--- src/rtl/txr_pkg.sv ---
package txr_pkg;
  // reported state codes
  localparam logic [3:0] ST_DIS  = 4'd0;
  localparam logic [3:0] ST_ACT  = 4'd1;
  localparam logic [3:0] ST_IDLE = 4'd2;
  localparam logic [3:0] ST_STOP = 4'd3;
  localparam logic [3:0] ST_SUSP = 4'd4;

  // reported error codes
  localparam logic [3:0] ER_NONE = 4'd0;
  localparam logic [3:0] ER_PROT = 4'd1;
  localparam logic [3:0] ER_BUF  = 4'd3;
  localparam logic [3:0] ER_DESC = 4'd4;

  // control register bit positions
  localparam int CB_EN    = 0;
  localparam int CB_SUSP  = 1;
  localparam int CB_FLUSH = 4;
  localparam int CB_BURST = 18;

  // descriptor control word bit positions
  localparam int DB_EOT = 28;
  localparam int DB_IOC = 29;
  localparam int DB_EOF = 30;
  localparam int DB_SOF = 31;

  typedef enum logic [2:0] {
    PH_OFF, PH_IDLE, PH_CTRL, PH_ADDR, PH_DATA, PH_SUSP, PH_STOP
  } txr_phase_e;
endpackage

--- src/rtl/txr_regs.sv ---
module txr_regs
  import txr_pkg::*;
#(
  parameter int AW    = 32,
  parameter int OFFW  = 12,
  parameter int BSELW = 3
) (
  input  logic             clk,
  input  logic             rst,
  input  logic             reg_wr,
  input  logic [1:0]       reg_addr,
  input  logic [31:0]      reg_wdata,
  output logic [31:0]      reg_rdata,
  output logic             ctl_en,
  output logic             ctl_susp,
  output logic             flush_pls,
  output logic [BSELW-1:0] ctl_burst,
  output logic [AW-1:0]    ring_base,
  output logic [OFFW-1:0]  last_off,
  input  logic [OFFW-1:0]  cur_off,
  input  logic [OFFW-1:0]  act_off,
  input  logic [3:0]       st_code,
  input  logic [3:0]       err_code,
  input  logic             irq_set,
  output logic             irq
);
  localparam int STW = 2 * OFFW + 8;

  logic [STW-1:0] status_w;
  assign status_w = {act_off, err_code, st_code, cur_off};

  always_ff @(posedge clk) begin
    if (rst) begin
      ctl_en    <= 1'b0;
      ctl_susp  <= 1'b0;
      flush_pls <= 1'b0;
      ctl_burst <= '0;
      ring_base <= '0;
      last_off  <= '0;
      irq       <= 1'b0;
      reg_rdata <= '0;
    end else begin
      flush_pls <= 1'b0;
      if (reg_wr) begin
        case (reg_addr)
          2'd0: begin
            ctl_en    <= reg_wdata[CB_EN];
            ctl_susp  <= reg_wdata[CB_SUSP];
            flush_pls <= reg_wdata[CB_FLUSH];
            ctl_burst <= reg_wdata[CB_BURST +: BSELW];
          end
          2'd1: ring_base <= {reg_wdata[AW-1:OFFW], {OFFW{1'b0}}};
          2'd2: last_off  <= reg_wdata[OFFW-1:0];
          default: ;
        endcase
      end
      if (irq_set) irq <= 1'b1;
      else if (reg_wr && reg_addr == 2'd3 && reg_wdata[0]) irq <= 1'b0;
      case (reg_addr)
        2'd0: reg_rdata <= (32'(ctl_burst) << CB_BURST) |
                           (32'(ctl_susp) << CB_SUSP) | 32'(ctl_en);
        2'd1: reg_rdata <= 32'(ring_base);
        2'd2: reg_rdata <= 32'(last_off);
        default: reg_rdata <= 32'(status_w);
      endcase
    end
  end
endmodule

--- src/rtl/txr_seq.sv ---
module txr_seq
  import txr_pkg::*;
#(
  parameter int AW    = 32,
  parameter int OFFW  = 12,
  parameter int BCW   = 13,
  parameter int BSELW = 3
) (
  input  logic             clk,
  input  logic             rst,
  input  logic             ctl_en,
  input  logic             ctl_susp,
  input  logic             flush_pls,
  input  logic [BSELW-1:0] ctl_burst,
  input  logic [AW-1:0]    ring_base,
  input  logic [OFFW-1:0]  last_off,
  output logic             mem_req,
  output logic [AW-1:0]    mem_addr,
  input  logic             mem_rvalid,
  input  logic [31:0]      mem_rdata,
  input  logic             mem_err,
  output logic             tx_valid,
  output logic [31:0]      tx_data,
  output logic             tx_sof,
  output logic             tx_eof,
  input  logic             tx_ready,
  output logic [OFFW-1:0]  cur_off,
  output logic [OFFW-1:0]  act_off,
  output logic [3:0]       st_code,
  output logic [3:0]       err_code,
  output logic             irq_set
);
  localparam int WCW = BCW - 1;             // word counter width
  localparam int BLW = 9;                   // up to 256 words per burst
  localparam logic [OFFW-1:0] DSTEP = OFFW'(8);

  txr_phase_e ph;
  logic outst, own, in_frame, first_w, resume_data;
  logic [BCW-1:0] d_bc;
  logic d_eot, d_ioc, d_eof, d_sof;
  logic [AW-1:0] baddr;
  logic [WCW-1:0] wleft;
  logic [BLW-1:0] bleft, bwords;
  logic [BSELW-1:0] bsel;
  logic issue, got;
  logic [BCW-1:0] rbc;

  assign bsel   = (ctl_burst > BSELW'(6)) ? BSELW'(6) : ctl_burst;
  assign bwords = BLW'(1) << ({1'b0, bsel} + 4'd2);
  assign rbc    = mem_rdata[BCW-1:0];
  assign got    = mem_rvalid && own;
  assign issue  = !outst && (ph == PH_CTRL || ph == PH_ADDR ||
                             (ph == PH_DATA && !tx_valid));

  always_comb begin
    case (ph)
      PH_OFF:  st_code = ST_DIS;
      PH_IDLE: st_code = ST_IDLE;
      PH_SUSP: st_code = ST_SUSP;
      PH_STOP: st_code = ST_STOP;
      default: st_code = ST_ACT;
    endcase
  end

  always_ff @(posedge clk) begin
    if (rst) begin
      ph <= PH_OFF; outst <= 1'b0; own <= 1'b0; in_frame <= 1'b0;
      first_w <= 1'b0; resume_data <= 1'b0; mem_req <= 1'b0; mem_addr <= '0;
      tx_valid <= 1'b0; tx_data <= '0; tx_sof <= 1'b0; tx_eof <= 1'b0;
      cur_off <= '0; act_off <= '0; err_code <= ER_NONE; irq_set <= 1'b0;
      d_bc <= '0; d_eot <= 1'b0; d_ioc <= 1'b0; d_eof <= 1'b0; d_sof <= 1'b0;
      baddr <= '0; wleft <= '0; bleft <= '0;
    end else begin
      mem_req <= 1'b0;
      irq_set <= 1'b0;
      if (mem_rvalid) begin outst <= 1'b0; own <= 1'b0; end
      if (tx_valid && tx_ready) tx_valid <= 1'b0;
      if (issue && ctl_en && !flush_pls) begin
        mem_req <= 1'b1; outst <= 1'b1; own <= 1'b1;
        case (ph)
          PH_CTRL: mem_addr <= ring_base | AW'(cur_off);
          PH_ADDR: mem_addr <= ring_base | AW'(cur_off + OFFW'(4));
          default: mem_addr <= baddr;
        endcase
      end
      if (!ctl_en) begin
        ph <= PH_OFF; cur_off <= '0; act_off <= '0; err_code <= ER_NONE;
        in_frame <= 1'b0; tx_valid <= 1'b0; own <= 1'b0;
      end else if (flush_pls && ph != PH_STOP && ph != PH_OFF) begin
        ph <= PH_IDLE; cur_off <= last_off; in_frame <= 1'b0;
        tx_valid <= 1'b0; own <= 1'b0;
      end else begin
        case (ph)
          PH_OFF: ph <= PH_IDLE;
          PH_IDLE: begin
            if (ctl_susp) begin ph <= PH_SUSP; resume_data <= 1'b0; end
            else if (cur_off != last_off) ph <= PH_CTRL;
          end
          PH_CTRL: if (got) begin
            act_off <= cur_off;
            d_bc <= rbc; d_eot <= mem_rdata[DB_EOT]; d_ioc <= mem_rdata[DB_IOC];
            d_eof <= mem_rdata[DB_EOF]; d_sof <= mem_rdata[DB_SOF];
            if (mem_err) begin ph <= PH_STOP; err_code <= ER_DESC; end
            else if (rbc == '0 ||
                     (mem_rdata[DB_EOF] && !mem_rdata[DB_SOF] && !in_frame)) begin
              ph <= PH_STOP; err_code <= ER_PROT;
            end else ph <= PH_ADDR;
          end
          PH_ADDR: if (got) begin
            if (mem_err) begin ph <= PH_STOP; err_code <= ER_DESC; end
            else begin
              baddr   <= mem_rdata;
              wleft   <= WCW'(({1'b0, d_bc} + (BCW+1)'(3)) >> 2);
              bleft   <= bwords;
              first_w <= 1'b1;
              ph      <= PH_DATA;
            end
          end
          PH_DATA: if (got) begin
            if (mem_err) begin ph <= PH_STOP; err_code <= ER_BUF; end
            else begin
              tx_valid <= 1'b1;
              tx_data  <= mem_rdata;
              tx_sof   <= d_sof && first_w;
              tx_eof   <= d_eof && (wleft == WCW'(1));
              first_w  <= 1'b0;
              baddr    <= baddr + AW'(4);
              wleft    <= wleft - WCW'(1);
              if (wleft == WCW'(1)) begin
                irq_set  <= d_ioc;
                in_frame <= d_eof ? 1'b0 : (in_frame | d_sof);
                cur_off  <= d_eot ? '0 : cur_off + DSTEP;
                ph       <= PH_IDLE;
              end else if (bleft == BLW'(1)) begin
                bleft <= bwords;
                if (ctl_susp) begin ph <= PH_SUSP; resume_data <= 1'b1; end
              end else bleft <= bleft - BLW'(1);
            end
          end
          PH_SUSP: if (!ctl_susp) ph <= resume_data ? PH_DATA : PH_IDLE;
          default: ;
        endcase
      end
    end
  end
endmodule

--- src/rtl/txring_dma.sv ---
module txring_dma
  import txr_pkg::*;
#(
  parameter int AW    = 32,
  parameter int OFFW  = 12,
  parameter int BCW   = 13,
  parameter int BSELW = 3
) (
  input  logic          clk,
  input  logic          rst,
  input  logic          reg_wr,
  input  logic [1:0]    reg_addr,
  input  logic [31:0]   reg_wdata,
  output logic [31:0]   reg_rdata,
  output logic          mem_req,
  output logic [AW-1:0] mem_addr,
  input  logic          mem_rvalid,
  input  logic [31:0]   mem_rdata,
  input  logic          mem_err,
  output logic          tx_valid,
  output logic [31:0]   tx_data,
  output logic          tx_sof,
  output logic          tx_eof,
  input  logic          tx_ready,
  output logic          irq
);
  logic ctl_en, ctl_susp, flush_pls, irq_set;
  logic [BSELW-1:0] ctl_burst;
  logic [AW-1:0] ring_base;
  logic [OFFW-1:0] last_off, cur_off, act_off;
  logic [3:0] st_code, err_code;

  txr_regs #(.AW(AW), .OFFW(OFFW), .BSELW(BSELW)) u_regs (
    .clk, .rst, .reg_wr, .reg_addr, .reg_wdata, .reg_rdata,
    .ctl_en, .ctl_susp, .flush_pls, .ctl_burst, .ring_base, .last_off,
    .cur_off, .act_off, .st_code, .err_code, .irq_set, .irq
  );

  txr_seq #(.AW(AW), .OFFW(OFFW), .BCW(BCW), .BSELW(BSELW)) u_seq (
    .clk, .rst, .ctl_en, .ctl_susp, .flush_pls, .ctl_burst, .ring_base,
    .last_off, .mem_req, .mem_addr, .mem_rvalid, .mem_rdata, .mem_err,
    .tx_valid, .tx_data, .tx_sof, .tx_eof, .tx_ready, .cur_off, .act_off,
    .st_code, .err_code, .irq_set
  );
endmodule

--- config.mk ---
export PLATFORM = sky130hd
export DESIGN_NAME = txring_dma
export DESIGN_NICKNAME = d
export VERILOG_FILES = /design/src/rtl/txr_pkg.sv /design/src/rtl/txr_regs.sv /design/src/rtl/txr_seq.sv /design/src/rtl/txring_dma.sv
export SDC_FILE = /design/constraint.sdc
export NUM_CORES = 1
export LEC_CHECK = 0
export CAP_MARGIN = 0
export CORE_MARGIN = 4
export CORE_UTILIZATION = 29
export CTS_CLUSTER_DIAMETER = 50
export DETAILED_ROUTE_END_ITERATION = 16
export PLACE_DENSITY = 0.59
export SLEW_MARGIN = 0
export SYNTH_ARGS = -nofsm -noshare
export SYNTH_HDL_FRONTEND = slang
export SYNTH_SLANG_ARGS = --single-unit
--- constraint.sdc ---
create_clock -name clk -period 2.05 [get_ports clk]
set_clock_uncertainty 0.15 [all_clocks]
set_input_delay 0.3075 -clock clk [delete_from_list [all_inputs] [get_ports clk]]
set_output_delay 0.3075 -clock clk [all_outputs]
set_load 0.005 [all_outputs]
==> results.yml <==
pwr:
  p_leak_nw: 6.916
  power_frac_seq_pct: 41.5
  switchingPower_mw: 2.807
  power.density_mw_per_mm2: 613.7
  p_int_mw: 8.820
  p_clk_share_pct: 53.5
  pwr-share-comb_pct: 5.0
  switching_share_pct: 24.14
  finalPower_mw: 11.63
  ir_worst_vdd_mv: 0.4502
detailed_routing:
  vias: 12680
  drtAntennaViolNets: 0
  wirelength_mm: 47.23
  wl_per_cell_um: 19.58
  drt_iter0_drc: 794
  drt_first_pass_iters: 5
  via_per_inst: 5.257
  drc_errors: 0
floorplan:
  dieWidth_um: 207.3
  fp.dieH_um: 207.3
  num_io_pins: 173
  row_count: 72
  initial_core_util_pct: 29.58
  fp.coreArea_mm2: 0.03892
  die-area_mm2: 0.04295
cells_and_area:
  mostFrequentLayoutCells: "nand2_1, dfxtp_1, buf_4"
  layout.cells.most_common: "nand2_1"
  area_delta_synth_final_pct: 64.55
  layout.nets: 1945
  layout-drive-gt1-share_pct: 32.07
worst_setup_path:
  critical_path.startpoint_type: "register"
  crit_path_end_kind: "register"
  worstPathMaxFanout: 5
  required_ps: 2340
  setup.worst_path.class: "reg -> reg"
  r2r_slack_ps: -260
  cp.arrival_ps: 2610
logic_synthesis:
  synth_edf_count: 0
  syn_area_per_cell_um2: 7.843
  yosysUniqueCellTypes: 72
  synthArstFlopShare_pct: 0
  ys_seq_area_share_pct: 42.60
  synth_top_flop_cell: "dfxtp_1"
  ys_warn_count: 0
  netlist_instances: 1468
  synth_nets: 1549
  syn_area_mm2: 0.01151
  ys_ff_latch: 245
clock_network:
  htreeDepth: 2
  clkTransAtPathRegs_ps: 50
  clock-sinks: 245
  cts_buffers: 37
  cts_buffer_depth: 3
  clockRootBuffer: "clkbuf_16"
  cts_tree: "done"
  worstSkewPairLatency_ps: 530
min_path:
  hp-class: "in -> reg"
timing:
  rsz0062_at_grt: "true"
  slew_headroom_pct: 59.10
  slew_violations: 0
  fmax_mhz: 432.1
  setup_viol: 93
  final.setup.worst_slack_ps: -264.5
  worstMarginPinSlew_ps: 613.6
  period_needed_ps: 2315
  hold_violations: 0
  period_share_pct: 112.9
grt:
  grt_pass1_wl_mm: 71.03
  gr-total-overflow: 0
  grt_pass1_vias: 12270
  antenna_found_initial: 1
  grtUsageTotal_pct: 20.39
  grt_max_degree: 43
placed_design:
  gp_congestion: 0.9034
  hpwl_mm: 32.48
  dp_slack_ps: -707.3
  io_buffers: 172
status:
  status: "finished with violations"
  violations: "setup timing"
run:
  maxCapViolations: 0
==> per-stage QoR <==
step	instance area (um2)	setup TNS (ps)	hold WS [ps]	utilization [%]	instances
after floorplan	11740	-401.5	263.0	-	1468
after global placement	15400	-37050	281.7	39.56	2270
after detailed placement	15400	-38200	287.3	39.56	2270
after CTS	17830	-7469	160.5	45.82	2380
after global routing	18940	-16400	186.0	48.68	2411
final	18950	-10700	169.1	48.68	2412
==> power by group through the flow <==
stage,logic (mW),clock network [mW],registers (mW)
after floorplan,0.207,0,4.91
after global routing,0.619,6.55,4.82
after detailed placement,0.533,0,4.93
final,0.582,6.22,4.82
after CTS,0.548,6.33,4.82
after global placement,0.534,0,4.93
==> area by class of cell <==
cell class / instances / area (um2)
Fill cell: 3608 / 19970
Multi-Input combinational cell: 1090 / 7377
Sequential cell: 245 / 4932
Timing Repair Buffer: 472 / 4700
Clock buffer: 47 / 1026
Tap cell: 518 / 648.1
Clock inverter: 21 / 192.7
Inverter: 18 / 67.56
Antenna cell: 1 / 2.502
==> path summary, 6_finish.rpt <==
check / depth (start not counted) / endpoint / from
setup reg to reg: 9 / u_seq.mem_addr[21]$_SDFFE_PP0P_ / u_seq.ph[0]$_SDFFE_PP0P_
hold / removal: 4 / u_seq.d_bc[12]$_SDFFE_PP0P_ / mem_rdata[12]
setup / recovery: 9 / u_seq.mem_addr[21]$_SDFFE_PP0P_ / u_seq.ph[0]$_SDFFE_PP0P_
hold reg to reg: 2 / u_regs.irq$_SDFFE_PP0P_ / u_seq.irq_set$_SDFF_PP0_
==> per-layer routing <==
metal | track usage [%] | part of all wire, %
met1 | 28.50 | 45
met2 | 31.02 | 44
met3 | 3.899 | 6.5
met4 | 8.299 | 4.1
met5 | 0 | 0.025
==> worst max-delay path, cell delays in order, from the launching register on <==
cell and delay (ps):
dfxtp_2 330, buf_6 110, or4b_4 560, buf_6 140
a211oi_4 270, buf_6 160, buf_12 130, buf_16 130
nor2_4 30, a311oi_2 220
==> synth_stat cells, types with 9 or more instances <==
master / count / area [um2]
mux2i_1: 50 / 500.5
xnor2_1: 9 / 78.83
clkbuf_1: 96 / 360.4
nor4_1: 18 / 112.6
buf_2: 12 / 60.06
xor2_1: 19 / 166.4
dfxtp_1: 245 / 4905
o21ai_0: 56 / 280.3
a211oi_1: 20 / 150.1
nor3_1: 24 / 120.1
or4_1: 9 / 67.56
ha_1: 9 / 112.6
or3_1: 13 / 81.33
nor2_1: 164 / 615.6
a31oi_1: 11 / 68.82
nand3_1: 33 / 165.2
nand2_1: 279 / 1047
inv_1: 18 / 67.56
a311oi_1: 30 / 262.8
a21oi_1: 167 / 835.8
nand4_1: 19 / 118.9
nand2b_1: 19 / 118.9
==> state kept, by name, indices dropped and copies added (netlist names), 12 cells and up <==
register / cells
u_regs.last_off: 12
u_regs.reg_rdata: 32
u_regs.ring_base: 20
u_seq.act_off: 12
u_seq.baddr: 32
u_seq.cur_off: 12
u_seq.d_bc: 13
u_seq.mem_addr: 32
u_seq.tx_data: 32
u_seq.wleft: 12
==> cells by family (layout without fill, tap and decap cells) <==
family / count (synthesis) / count (layout) / share of synthesized area, %
compound gates: 369 / 370 / 20.29
xor+xnor: 28 / 28 / 2.130
fa+ha+maj: 9 / 9 / 0.9781
buf+inv: 134 / 558 / 4.499
flops: 245 / 245 / 42.60
mux: 53 / 53 / 4.640
other cells: 0 / 1 / 0
simple gates: 630 / 630 / 24.86
==> what timing repair did <==
item                                    4_1_cts  5_1_grt
buffers inserted                             28       40
endpoints found under the setup margin      125      158
hold endpoints to repair                     10        0
cloned                                       14        6
pin swaps                                    81      112
hold buffers                                  1        0
resized for setup                           163      227
Power figures use the tool's default switching activity.
